`src/rtl/fsd_pkg.sv`:
```
package fsd_pkg;

    // Code geometry; digit 0 of the code sits at the MSB of the pattern.
    localparam int CODE_LEN = 7;
    localparam int REPEATS = 3;
    localparam logic [CODE_LEN-1:0] BARKER_PAT = 7'b1110010;
    // Bit j set: repeat j enters the total with negative sign.
    localparam logic [REPEATS-1:0] REPEAT_NEG = 3'b100;

    localparam int SYNC_LEN = CODE_LEN * REPEATS;
    localparam int CORR_W = $clog2(SYNC_LEN + 1) + 1;
    localparam int THR_W = 5;
    localparam int POS_WIDTH = 8;
    localparam int WIN_HALF_DEF = 4;

    typedef logic signed [CORR_W-1:0] corr_t;

    // Widen an unsigned threshold into the signed score domain.
    function automatic corr_t thr_to_corr(input logic [THR_W-1:0] t);
        return corr_t'({{(CORR_W-THR_W){1'b0}}, t});
    endfunction

endpackage

```
`src/rtl/fsd_shiftreg.sv`:
```
module fsd_shiftreg #(
    parameter int LEN = 21
) (
    input  logic           clk,
    input  logic           rst,
    input  logic           shift_en,
    input  logic           din,
    output logic [LEN-1:0] taps
);

    // Newest bit at index 0, oldest at LEN-1.
    always_ff @(posedge clk) begin
        if (rst) begin
            taps <= '0;
        end else if (shift_en) begin
            taps <= {taps[LEN-2:0], din};
        end
    end

endmodule

```
`src/rtl/fsd_subcorr.sv`:
```
module fsd_subcorr
    import fsd_pkg::*;
#(
    parameter int           N       = CODE_LEN,
    parameter logic [N-1:0] PATTERN = BARKER_PAT,
    parameter bit           NEGATE  = 1'b0
) (
    input  logic [N-1:0] rx,
    output corr_t        part
);

    corr_t acc;

    always_comb begin
        acc = '0;
        for (int k = 0; k < N; k++) begin
            if (rx[k] == PATTERN[k]) begin
                acc = acc + corr_t'(1);
            end else begin
                acc = acc - corr_t'(1);
            end
        end
        part = NEGATE ? -acc : acc;
    end

endmodule

```
`src/rtl/fsd_window.sv`:
```
module fsd_window
    import fsd_pkg::*;
#(
    parameter int POS_W = POS_WIDTH,
    parameter int HALF  = WIN_HALF_DEF
) (
    input  logic             clk,
    input  logic             rst,
    input  logic             arm,
    input  logic [POS_W-1:0] arm_pos,
    input  logic             sym_valid,
    input  logic             eval,
    input  logic             hit,
    output logic             sync_pulse,
    output logic             miss
);

    localparam int IW = POS_W + 2;

    typedef struct packed {
        logic          armed;
        logic [IW-1:0] idx;
        logic [IW-1:0] tgt;
    } win_state_t;

    win_state_t    st;
    logic [IW-1:0] hi_edge;
    logic [IW-1:0] lo_reach;
    logic          live;
    logic          in_win;
    logic          at_end;

    assign hi_edge  = st.tgt + IW'(HALF);
    assign lo_reach = st.idx + IW'(HALF);
    assign live     = st.armed && (st.idx != '0);
    assign in_win   = live && (lo_reach >= st.tgt) && (st.idx <= hi_edge);
    assign at_end   = live && (st.idx >= hi_edge);

    always_ff @(posedge clk) begin
        if (rst) begin
            st         <= '0;
            sync_pulse <= 1'b0;
            miss       <= 1'b0;
        end else begin
            sync_pulse <= 1'b0;
            miss       <= 1'b0;
            if (arm) begin
                st.armed <= 1'b1;
                st.idx   <= '0;
                st.tgt   <= IW'(arm_pos);
            end else begin
                if (sym_valid && st.armed) begin
                    st.idx <= st.idx + IW'(1);
                end
                if (eval) begin
                    if (in_win && hit) begin
                        sync_pulse <= 1'b1;
                        st.armed   <= 1'b0;
                    end else if (at_end) begin
                        miss     <= 1'b1;
                        st.armed <= 1'b0;
                    end
                end
            end
        end
    end

endmodule

```
`src/rtl/frame_sync_detector.sv`:
```
module frame_sync_detector
    import fsd_pkg::*;
#(
    parameter int POS_W    = POS_WIDTH,
    parameter int WIN_HALF = WIN_HALF_DEF
) (
    input  logic                     clk,
    input  logic                     rst,
    input  logic                     sym_valid,
    input  logic                     sym_bit,
    input  logic                     arm,
    input  logic [POS_W-1:0]         arm_pos,
    input  logic [THR_W-1:0]         thresh,
    output logic signed [CORR_W-1:0] corr,
    output logic                     sync_pulse,
    output logic                     miss
);

    logic [SYNC_LEN-1:0] taps;
    corr_t               part [REPEATS];
    corr_t               total;
    logic                eval_q;
    logic                hit;

    fsd_shiftreg #(.LEN(SYNC_LEN)) u_hist (
        .clk      (clk),
        .rst      (rst),
        .shift_en (sym_valid),
        .din      (sym_bit),
        .taps     (taps)
    );

    // One partial correlator per code repeat; oldest repeat at the top taps.
    for (genvar j = 0; j < REPEATS; j++) begin : g_rep
        fsd_subcorr #(
            .N       (CODE_LEN),
            .PATTERN (BARKER_PAT),
            .NEGATE  (REPEAT_NEG[j])
        ) u_part (
            .rx   (taps[SYNC_LEN-1-CODE_LEN*j -: CODE_LEN]),
            .part (part[j])
        );
    end

    always_comb begin
        total = '0;
        for (int j = 0; j < REPEATS; j++) begin
            total = total + part[j];
        end
    end

    assign hit = (total >= thr_to_corr(thresh));

    always_ff @(posedge clk) begin
        if (rst) begin
            eval_q <= 1'b0;
            corr   <= '0;
        end else begin
            eval_q <= sym_valid;
            if (eval_q) begin
                corr <= total;
            end
        end
    end

    fsd_window #(.POS_W(POS_W), .HALF(WIN_HALF)) u_win (
        .clk        (clk),
        .rst        (rst),
        .arm        (arm),
        .arm_pos    (arm_pos),
        .sym_valid  (sym_valid),
        .eval       (eval_q),
        .hit        (hit),
        .sync_pulse (sync_pulse),
        .miss       (miss)
    );

endmodule

```
`config.mk`:
```
export PLATFORM = sky130hd
export DESIGN_NAME = frame_sync_detector
export DESIGN_NICKNAME = d
export VERILOG_FILES = /design/src/rtl/fsd_pkg.sv /design/src/rtl/fsd_shiftreg.sv /design/src/rtl/fsd_subcorr.sv /design/src/rtl/fsd_window.sv /design/src/rtl/frame_sync_detector.sv
export SDC_FILE = /design/constraint.sdc
export NUM_CORES = 1
export LEC_CHECK = 0
export BUFFER_PORTS_ARGS = -buffer_cell sky130_fd_sc_hd__buf_4
export CAP_MARGIN = 25
export CORE_MARGIN = 2
export CORE_UTILIZATION = 59
export CTS_BUF_LIST = sky130_fd_sc_hd__clkbuf_16
export DETAILED_ROUTE_END_ITERATION = 8
export HOLD_SLACK_MARGIN = 0.12
export PLACE_DENSITY = 0.76
export SLEW_MARGIN = 10
export SYNTH_ARGS = -nofsm -noshare
export SYNTH_HDL_FRONTEND = slang
export SYNTH_SLANG_ARGS = --single-unit
```
`constraint.sdc`:
```
create_clock -name clk -period 8.3 [get_ports clk]
set_input_delay 2.075 -clock clk [delete_from_list [all_inputs] [get_ports clk]]
set_output_delay 2.075 -clock clk [all_outputs]
set_load 0.02 [all_outputs]
```
==> impl_metrics.json, run 1 <==
{
  "grt_start_max_net_pins": 41,
  "cp-start-kind": "flip-flop",
  "avgSynthCellArea_sq_um": 9.00,
  "clock_skew_ns": 0.00450,
  "drtIter0Drc": 55,
  "postCtsSetupRepairBufs": 0,
  "dieHeight_um": 90.0,
  "fin_total_pwr_mw": 0.887,
  "status": "finished clean",
  "synthesis.nets": 595,
  "core.rowCount": 31,
  "cts.clk_slew.worst_paths_ns": 0.07,
  "critPathCaptureType": "flip-flop",
  "yosysTopAreaCell": "dfxtp_1",
  "power.switching_mw": 0.282,
  "p_comb_frac": 0.446,
  "synthTopCellsByArea": "dfxtp_1, ha_1, xnor2_1",
  "pwr-share-seq": 0.290,
  "critPathMaxFanout": 3,
  "clkPwrFrac": 0.264,
  "fin_crit_sh": 0.740,
  "crit_chain": "inv_1 > fa_1 > ha_1 > fa_1 > inv_1 > fa_1 > ha_1 > xnor2_1 > ha_1 > a21o_1 > a21oi_1 > xnor2_1 > fa_1 > inv_1 > ha_1 > nor2_1 > a21oi_1 > xor2_1 > xnor2_1 > xnor3_2 > xnor3_1 > o311a_2 > and3_1",
  "gp_congestion": 0.922,
  "cts-root-buf": "clkbuf_16",
  "final-max-slew-violation-count": 0,
  "p_int_mw": 0.605,
  "synth_top_cell_area_share": 0.225,
  "antenna_found_initial": 0,
  "cellLeakagePower_nw": 2.28,
  "yosys_warnings": 0,
  "power.density_nw_per_um2": 185,
  "vias_per_cell": 5.41,
  "grt_pass1_vias": 3367,
  "cts_tree": "built",
  "cp_slowest_cell": "fa_1",
  "track_usage": 0.218,
  "clk_path_buf_depth": 2,
  "slew_headroom": 0.690,
  "drive_gt1_frac": 0.0809,
  "finalCriticalPeriod_ns": 6.14,
  "cp.arrival_ns": 6.32,
  "synth_flop_cell": "dfxtp_1",
  "async_reset_ff_frac": 0,
  "cts_sinks": 49,
  "critical_path.max_stage_delay_ns": 0.54,
  "port-buffer-count": 25,
  "stdcell_count": 606,
  "num-nets-final": 616,
  "timing_worst_setup_path_type": "reg -> reg",
  "synth_cell_types": 39,
  "routed_wl_mm": 8.34,
  "hold_class": "reg -> reg",
  "timing.setup.tns_ns": 0,
  "synth-edff-count": 0,
  "cpLargestDelayFamily": "adder cells",
  "p_sw_frac": 0.318,
  "grt_pass1_wl_mm": 14.8,
  "die_x_um": 90.0,
  "cap_violations": 0,
  "ctsResizeCount": 0,
  "core_area_sq_um": 7210,
  "num_vias": 3280,
  "tightest_slew_ns": 0.465,
  "syn_inst": 485,
  "initial_core_util": 0.605,
  "overflow": 0,
  "drc": 0,
  "worstPathBufferInverterCount": 3,
  "yosysSeqAreaShare": 0.225,
  "hold_viol": 0,
  "fillCellCount": 586,
  "placed_cells": 598,
  "die-area_sq_um": 8100,
  "h-tree-depth": 2,
  "max_freq_ghz": 0.163,
  "syn_to_final_growth_pct": 10.2,
  "final_antenna_net_count": 0,
  "syn_area_sq_um": 4360,
  "n_antenna_cell": 0,
  "ir_worst_vdd_v": 0.000107,
  "top_level_ports": 26,
  "setup_viol": 0,
  "crit_required_ns": 8.48,
  "numCtsBuffers": 5,
  "first_pass_iters": 5,
  "postLayoutCoreUtil": 0.666,
  "rsz0062_at_grt": "false",
  "wl_per_cell_um": 13.8,
  "synth-seq-cells": 49,
  "ctsHoldBuffers": 0,
  "clock_latency_ns": 0.28,
  "hpwlAfterDp_mm": 6.73
}
[cell usage in the layout (no fill, tap or decap), types with 3 or more instances in the layout]
master	instances
ha_1	75
inv_1	65
nor2_1	54
dfxtp_1	49
xnor2_1	40
mux2i_1	33
a21oi_1	31
buf_4	25
a21o_1	17
fa_1	17
xor2_1	14
nand3_1	11
nand2_1	11
o21ai_0	10
nor3_1	5
nand2b_1	5
clkbuf_16	5
nand4_1	4
a211oi_1	4
and3_1	3
o21a_1	3
or3_1	3
[synthesized netlist by cell type, drive strengths merged, types with 2 or more instances]
| library cell | number |
|---|---|
| xor2 | 14 |
| nand3 | 11 |
| ha | 75 |
| o21a | 3 |
| nand2 | 11 |
| nor3 | 5 |
| mux2i | 33 |
| dfxtp | 49 |
| a21o | 17 |
| o21ai | 10 |
| inv | 65 |
| a21oi | 33 |
| nand2b | 5 |
| nor2 | 54 |
| xnor2 | 40 |
| clkbuf | 10 |
| nand4 | 4 |
| fa | 17 |
| a211oi | 4 |
| and3 | 3 |
| xnor3 | 3 |
| or3 | 3 |
| mux2 | 2 |
[final cells by class]
cell class,instances,area (sq um),share of cell area
Timing Repair Buffer,25,188,0.0391
Inverter,65,244,0.0508
Clock inverter,3,47.5,0.00989
Tap cell,99,124,0.0258
Sequential cell,49,981,0.204
Multi-Input combinational cell,360,3100,0.644
Clock buffer,5,125,0.0260
[metrics by stage]
stage / hold slack (ns) / setup slack, ns / area [sq um]
final: 0.496 / 2.16 / 4810
after global routing: 0.518 / 1.82 / 4810
after CTS: 0.500 / 2.14 / 4810
after detailed placement: 0.484 / 2.17 / 4630
after global placement: 0.455 / 2.31 / 4630
after floorplan: 0.460 / 2.49 / 4360
[path summary, 6_finish.rpt]
kind             startpoint          endpoint  slack [ns]  depth (start not counted)
max          u_hist.taps[1]  u_win.sync_pulse        2.16                         23
min                 corr[0]           corr[0]        0.50                          2
max reg2reg  u_hist.taps[1]  u_win.sync_pulse        2.16                         23
min reg2reg         corr[0]           corr[0]        0.50                          2
[sequential cells by signal, summed over array words and instances, names as in the netlist]
register,flops
u_hist.taps,21
u_win.st,19
corr,6
eval_q,1
u_win.miss,1
u_win.sync_pulse,1
[cells by family (layout without fill, tap and decap cells)]
family	Yosys count	in the layout	share of synthesized area
xor+xnor	57	57	0.124
buf+inv	76	98	0.0654
fa+ha+maj	92	92	0.293
flops	49	49	0.225
simple gates	101	101	0.105
mux	35	35	0.0809
compound gates	75	75	0.107
[tightest hold or removal path, delay by kind of cell, from the launching register on]
family,cells,cell delay [ns]
and+or+nand+nor,2,0.13
DFF,1,0.34
[per-layer routing]
layer | routed length (um) | track usage
met1 | 3760 | 0.269
met2 | 4070 | 0.393
met3 | 316 | 0.0319
met4 | 191 | 0.0667
met5 | 0 | 0
[power by group through the flow]
stage               clock network [mW]  logic, mW  registers (mW)
floorplan                            0      0.311           0.268
global placement                     0      0.383           0.262
detailed placement                   0      0.395           0.263
CTS                              0.240      0.399           0.257
global route                     0.249      0.450           0.259
finish                           0.234      0.395           0.258
(Power assumes the default switching activity.)
==> run 2: changes to the inputs <==
- CORE_UTILIZATION: 59 -> 56
- PLACE_DENSITY: 0.76 -> 0.75
- clock period: 8.3 -> 5.4 ns (I/O delays scaled with it)
==> run 2 against run 1 <==
Against the previous run: the flow now finishes with violations (negative setup slack); final area is 8.2% higher; utilization grew 1.4 points; combinational power grew 100%; first-iteration DRC count rose by 120%; largest power group unchanged; die area up 5.1%; cell count rose by 4.1%.
==> impl_metrics.json, run 2 (synthesis gave the netlist of run 1 again) <==
{
  "reg_top3": "u_hist.taps (21), u_win.st (19), corr (6)",
  "hold_viol": 0,
  "routed_wl_mm": 9.11,
  "gp_congestion": 0.865,
  "first_pass_iters": 4,
  "setup_viol": 4,
  "track_usage": 0.221,
  "final_antenna_net_count": 0,
  "drtIter0Drc": 122,
  "overflow": 0,
  "core_area_sq_um": 7650,
  "drc": 0,
  "status": "complete, but fails checks",
  "antenna_found_initial": 0,
  "grt_pass1_vias": 3407,
  "die_x_um": 92.3,
  "postLayoutCoreUtil": 0.680,
  "power.density_nw_per_um2": 291,
  "cp-start-kind": "flip-flop",
  "hpwlAfterDp_mm": 6.82,
  "top_level_ports": 26,
  "cts-root-buf": "clkbuf_16",
  "vias_per_cell": 5.33,
  "fin_crit_sh": 1.03,
  "syn_to_final_growth_pct": 19.2,
  "violations": "negative setup slack",
  "postPlaceCellArea_sq_um": 4850,
  "largest_reg_flops": 21,
  "rsz0062_at_grt": "true",
  "dieHeight_um": 92.3,
  "setup_ws_ns": -0.172,
  "clk_path_buf_depth": 2,
  "final-max-slew-violation-count": 0,
  "fillCellCount": 607,
  "initial_core_util": 0.571,
  "critPathMaxFanout": 3,
  "cp_slowest_cell": "fa_2",
  "cellLeakagePower_nw": 2.44,
  "max_flop_register": "u_hist.taps",
  "critPathCaptureType": "flip-flop",
  "ir_worst_vdd_v": 0.000195,
  "cts_sinks": 49,
  "tightest_slew_ns": 0.546,
  "crit_top_cell": "fa_1",
  "grt_start_max_net_pins": 41,
  "n_antenna_cell": 0,
  "hold_class": "reg -> reg",
  "cts_tree": "built",
  "crit_chain": "inv_1 > fa_1 > ha_2 > fa_1 > inv_2 > fa_1 > ha_4 > xnor2_2 > fa_1 > fa_1 > fa_2 > inv_1 > ha_1 > a21boi_0 > o21ai_1 > nand2b_1 > a21oi_2 > a211oi_2 > o311a_4 > o22ai_1",
  "critical_path.max_stage_delay_ns": 0.57,
  "num_vias": 3366,
  "layout_commonest_cell": "ha_1",
  "drive_gt1_frac": 0.204,
  "die-area_sq_um": 8510,
  "h-tree-depth": 2,
  "port-buffer-count": 25,
  "design_area_sq_um": 5200,
  "clock_latency_ns": 0.29,
  "mostFrequentLayoutCells": "ha_1, inv_1, nor2_1, buf_4, dfxtp_1",
  "ctsHoldBuffers": 0,
  "crit_required_ns": 5.55,
  "fin_total_pwr_mw": 1.51,
  "core.rowCount": 32,
  "num-nets-final": 638,
  "wl_per_cell_um": 14.4,
  "timing_worst_setup_path_type": "reg -> reg",
  "max_freq_ghz": 0.179,
  "numCtsBuffers": 5,
  "finalCriticalPeriod_ns": 5.57,
  "cp.arrival_ns": 5.72,
  "clock_skew_ns": 0.00507,
  "slew_headroom": 0.635,
  "grt_pass1_wl_mm": 15.3,
  "cts.clk_slew.worst_paths_ns": 0.07,
  "cap_violations": 0
}
==> run 2: power by group <==
group          internal (mW)  switching [mW]
Combinational          0.426           0.365
Clock                  0.175           0.151
Sequential             0.379          0.0168
==> run 2: metrics by stage <==
stage / TNS, ns / hold WS (ns) / std cells / setup WS (ns)
6_report: -0.466 / 0.488 / 631 / -0.172
5_1_grt: -1.36 / 0.513 / 631 / -0.398
4_1_cts: -0.611 / 0.483 / 628 / -0.198
3_5_place_dp: -0.901 / 0.465 / 619 / -0.290
3_3_place_gp: -0.325 / 0.459 / 619 / -0.115
2_1_floorplan: 0 / 0.460 / 485 / 0.0138
==> run 2: layer usage <==
| metal | up-vias | wire length [um] | share of wire | global-route usage |
|---|---|---|---|---|
| li1 | 1706 | - | - | - |
| met1 | 1590 | 4130 | 0.45 | 0.269 |
| met2 | 58 | 4580 | 0.50 | 0.405 |
| met3 | 12 | 279 | 0.031 | 0.0362 |
| met4 | 0 | 125 | 0.014 | 0.0522 |
| met5 | - | 0 | 0 | 0 |
==> run 2: path summary, 6_finish.rpt <==
| path | start | end | slack [ns] | cells after the start |
|---|---|---|---|---|
| max | u_hist.taps[1] | u_win.st[20] | -0.17 | 20 |
| min | corr[0] | corr[0] | 0.49 | 2 |
| max reg2reg | u_hist.taps[1] | u_win.st[20] | -0.17 | 20 |
| min reg2reg | corr[0] | corr[0] | 0.49 | 2 |
==> run 2: final cells by class <==
class | count | area, sq um | share of cell area
multi-input combinational | 360 | 3340 | 0.642
timing repair buffer | 47 | 353 | 0.0679
clock inverter | 3 | 26.3 | 0.00505
inverter | 65 | 244 | 0.0469
tap | 102 | 128 | 0.0245
clock buffer | 5 | 125 | 0.0241
sequential | 49 | 987 | 0.190
==> run 2: worst max-delay path, delay by kind of cell (launching register included) <==
family                     cells  cell delay (ns)
adders and majority gates      9             3.78
AOI/OAI and AO/OA              6             0.88
xor gates and xnor gates       1             0.19
buffers and inverters          3             0.14
DFF                            1             0.33
and+or+nand+nor                1             0.11
==> run 2: what timing repair did <==
| item | CTS | global route |
|---|---|---|
| endpoints found under the setup margin | 4 | 4 |
| pin swaps | 15 | 12 |
| gates cloned | 0 | 0 |
| buffers inserted | 1 | 3 |
| gates resized for setup | 13 | 25 |
==> run 3: changes to the inputs <==
- CORE_UTILIZATION: 56 -> 28
- GPL_ROUTABILITY_DRIVEN: unset -> 0
- PLACE_DENSITY: 0.75 -> 0.42
==> run 3 against run 2 <==
Against the previous run: the flow still finishes with violations (negative setup slack); total power up 0.28%; count of clock-buffer cells in the layout unchanged; non-clock buffer count is 1 higher; largest cell class unchanged; largest power group unchanged.
==> impl_metrics.json, run 3 (synthesis gave the netlist of run 1 again) <==
{
  "status": "complete, but fails checks",
  "violations": "negative setup slack",
  "min_from": "corr[0]",
  "cts_sinks": 49,
  "crit_chain": "inv_1 > fa_1 > ha_2 > fa_1 > inv_2 > fa_1 > ha_4 > o21a_1 > nor2_1 > xnor2_1 > ha_1 > xor2_1 > fa_1 > inv_1 > ha_4 > nand2b_1 > a21oi_2 > xor2_1 > xnor2_1 > xnor3_2 > xnor3_1 > o311a_4 > o22ai_1",
  "final-max-slew-violation-count": 0,
  "hold_end": "corr[0]",
  "max_flop_register": "u_hist.taps",
  "postLayoutCoreUtil": 0.347,
  "setup_viol": 4,
  "drc": 0,
  "reg2reg_from": "u_hist.taps[1]",
  "largest_reg_flops": 21,
  "grt_start_max_net_pins": 41,
  "crit_top_cell": "fa_1",
  "reg_top3": "u_hist.taps (21), u_win.st (19), corr (6)",
  "hpwlAfterDp_mm": 7.41,
  "design_area_sq_um": 5270,
  "dieHeight_um": 129,
  "core.rowCount": 45,
  "hold_class": "reg -> reg",
  "die_x_um": 129,
  "critPathCaptureType": "flip-flop",
  "tightest_slew_ns": 0.514,
  "first_pass_iters": 4,
  "die-area_sq_um": 16600,
  "grt_pass1_vias": 3411,
  "core_area_sq_um": 15200,
  "reg2regPathDepth": 23,
  "setup_ws_ns": -0.153,
  "cp.arrival_ns": 5.72,
  "cellLeakagePower_nw": 2.44,
  "cts.clk_slew.worst_paths_ns": 0.07,
  "h-tree-depth": 2,
  "clock_latency_ns": 0.30,
  "syn_to_final_growth_pct": 20.8,
  "vias_per_cell": 4.59,
  "numCtsBuffers": 5,
  "fillCellCount": 1562,
  "num-nets-final": 639,
  "timing_worst_setup_path_type": "reg -> reg",
  "max_freq_ghz": 0.180,
  "layout_commonest_cell": "ha_1",
  "cp-start-kind": "flip-flop",
  "timing.setup.tns_ns": -0.431,
  "initial_core_util": 0.287,
  "crit_required_ns": 5.57,
  "wl_per_cell_um": 13.0,
  "slew_headroom": 0.657,
  "finalCriticalPeriod_ns": 5.55,
  "routed_wl_mm": 9.35,
  "top_level_ports": 26,
  "r2r-end": "u_win.st[20]",
  "worst-r2r-setup-slack_ns": -0.15,
  "num_vias": 3293,
  "antenna_found_initial": 0,
  "cp_slowest_cell": "fa_1",
  "hold_viol": 0,
  "cts_tree": "built",
  "grt_pass1_wl_mm": 16.0,
  "clock_skew_ns": 0.00908,
  "min_path_cells": 2,
  "critPathMaxFanout": 3,
  "drive_gt1_frac": 0.185,
  "dp_slack_ns": -0.293,
  "n_antenna_cell": 0,
  "port-buffer-count": 25,
  "power.density_nw_per_um2": 288,
  "rsz0062_at_grt": "true",
  "cts-root-buf": "clkbuf_16",
  "cap_violations": 0,
  "track_usage": 0.122,
  "overflow": 0,
  "drtIter0Drc": 95,
  "mostFrequentLayoutCells": "ha_1, inv_1, nor2_1, buf_4, dfxtp_1",
  "clk_path_buf_depth": 2,
  "ir_worst_vdd_v": 0.000213,
  "postPlaceCellArea_sq_um": 4960,
  "fin_crit_sh": 1.03,
  "final_antenna_net_count": 0,
  "critical_path.max_stage_delay_ns": 0.54
}
run 3: critical path, delay by kind of cell (launching register included):
family	cells	cell delay (ns)
fa+ha+maj	8	3.08
simple gates	2	0.13
flops	1	0.33
buf+inv	3	0.17
compound gates	4	0.57
xor+xnor	6	1.16
run 3: power breakdown:
group / switching [mW] / internal, mW
Combinational: 0.342 / 0.403
Sequential: 0.0170 / 0.379
Clock: 0.156 / 0.220
run 3: worst max path at each step:
stage / start / to / slack (ns)
after CTS: u_hist.taps[1] / u_win.st[20] / -0.15
after global routing: u_hist.taps[15] / u_win.st[20] / -0.39
final: u_hist.taps[1] / u_win.st[20] / -0.15
after detailed placement: u_hist.taps[15] / u_win.st[20] / -0.29
after global placement: u_hist.taps[15] / u_win.sync_pulse / -0.23
after floorplan: u_hist.taps[1] / u_win.sync_pulse / 0.01
run 3: per-stage QoR:
| step | power, mW | instances | hold slack, ns |
|---|---|---|---|
| 2_1_floorplan | 0.860 | 485 | 0.460 |
| 3_3_place_gp | 1.01 | 706 | 0.457 |
| 3_5_place_dp | 1.02 | 706 | 0.467 |
| 4_1_cts | 1.51 | 716 | 0.485 |
| 5_1_grt | 1.64 | 718 | 0.514 |
| 6_report | 1.52 | 718 | 0.473 |
run 3: area by class of cell:
| type | count | area (sq um) | share of cell area |
|---|---|---|---|
| inverter | 65 | 244 | 0.0463 |
| clock inverter | 3 | 43.8 | 0.00831 |
| timing repair buffer | 48 | 360 | 0.0684 |
| multi-input combinational | 360 | 3270 | 0.621 |
| tap | 188 | 235 | 0.0446 |
| clock buffer | 5 | 125 | 0.0237 |
| sequential | 49 | 987 | 0.187 |
run 3: layer usage:
| metal | up-vias | wire [um] | global-route usage |
|---|---|---|---|
| met5 | - | 0 | 0 |
| met2 | 24 | 4570 | 0.219 |
| met4 | 0 | 112 | 0.0326 |
| met1 | 1544 | 4470 | 0.148 |
| li1 | 1719 | - | - |
| met3 | 6 | 195 | 0.0237 |
run 3: what timing repair did:
item	4_1_cts	5_1_grt
hold buffers	0	0
gates resized for setup	16	10
pin swaps	18	1
gates cloned	0	0
setup endpoints to repair	4	4
setup buffers	2	2
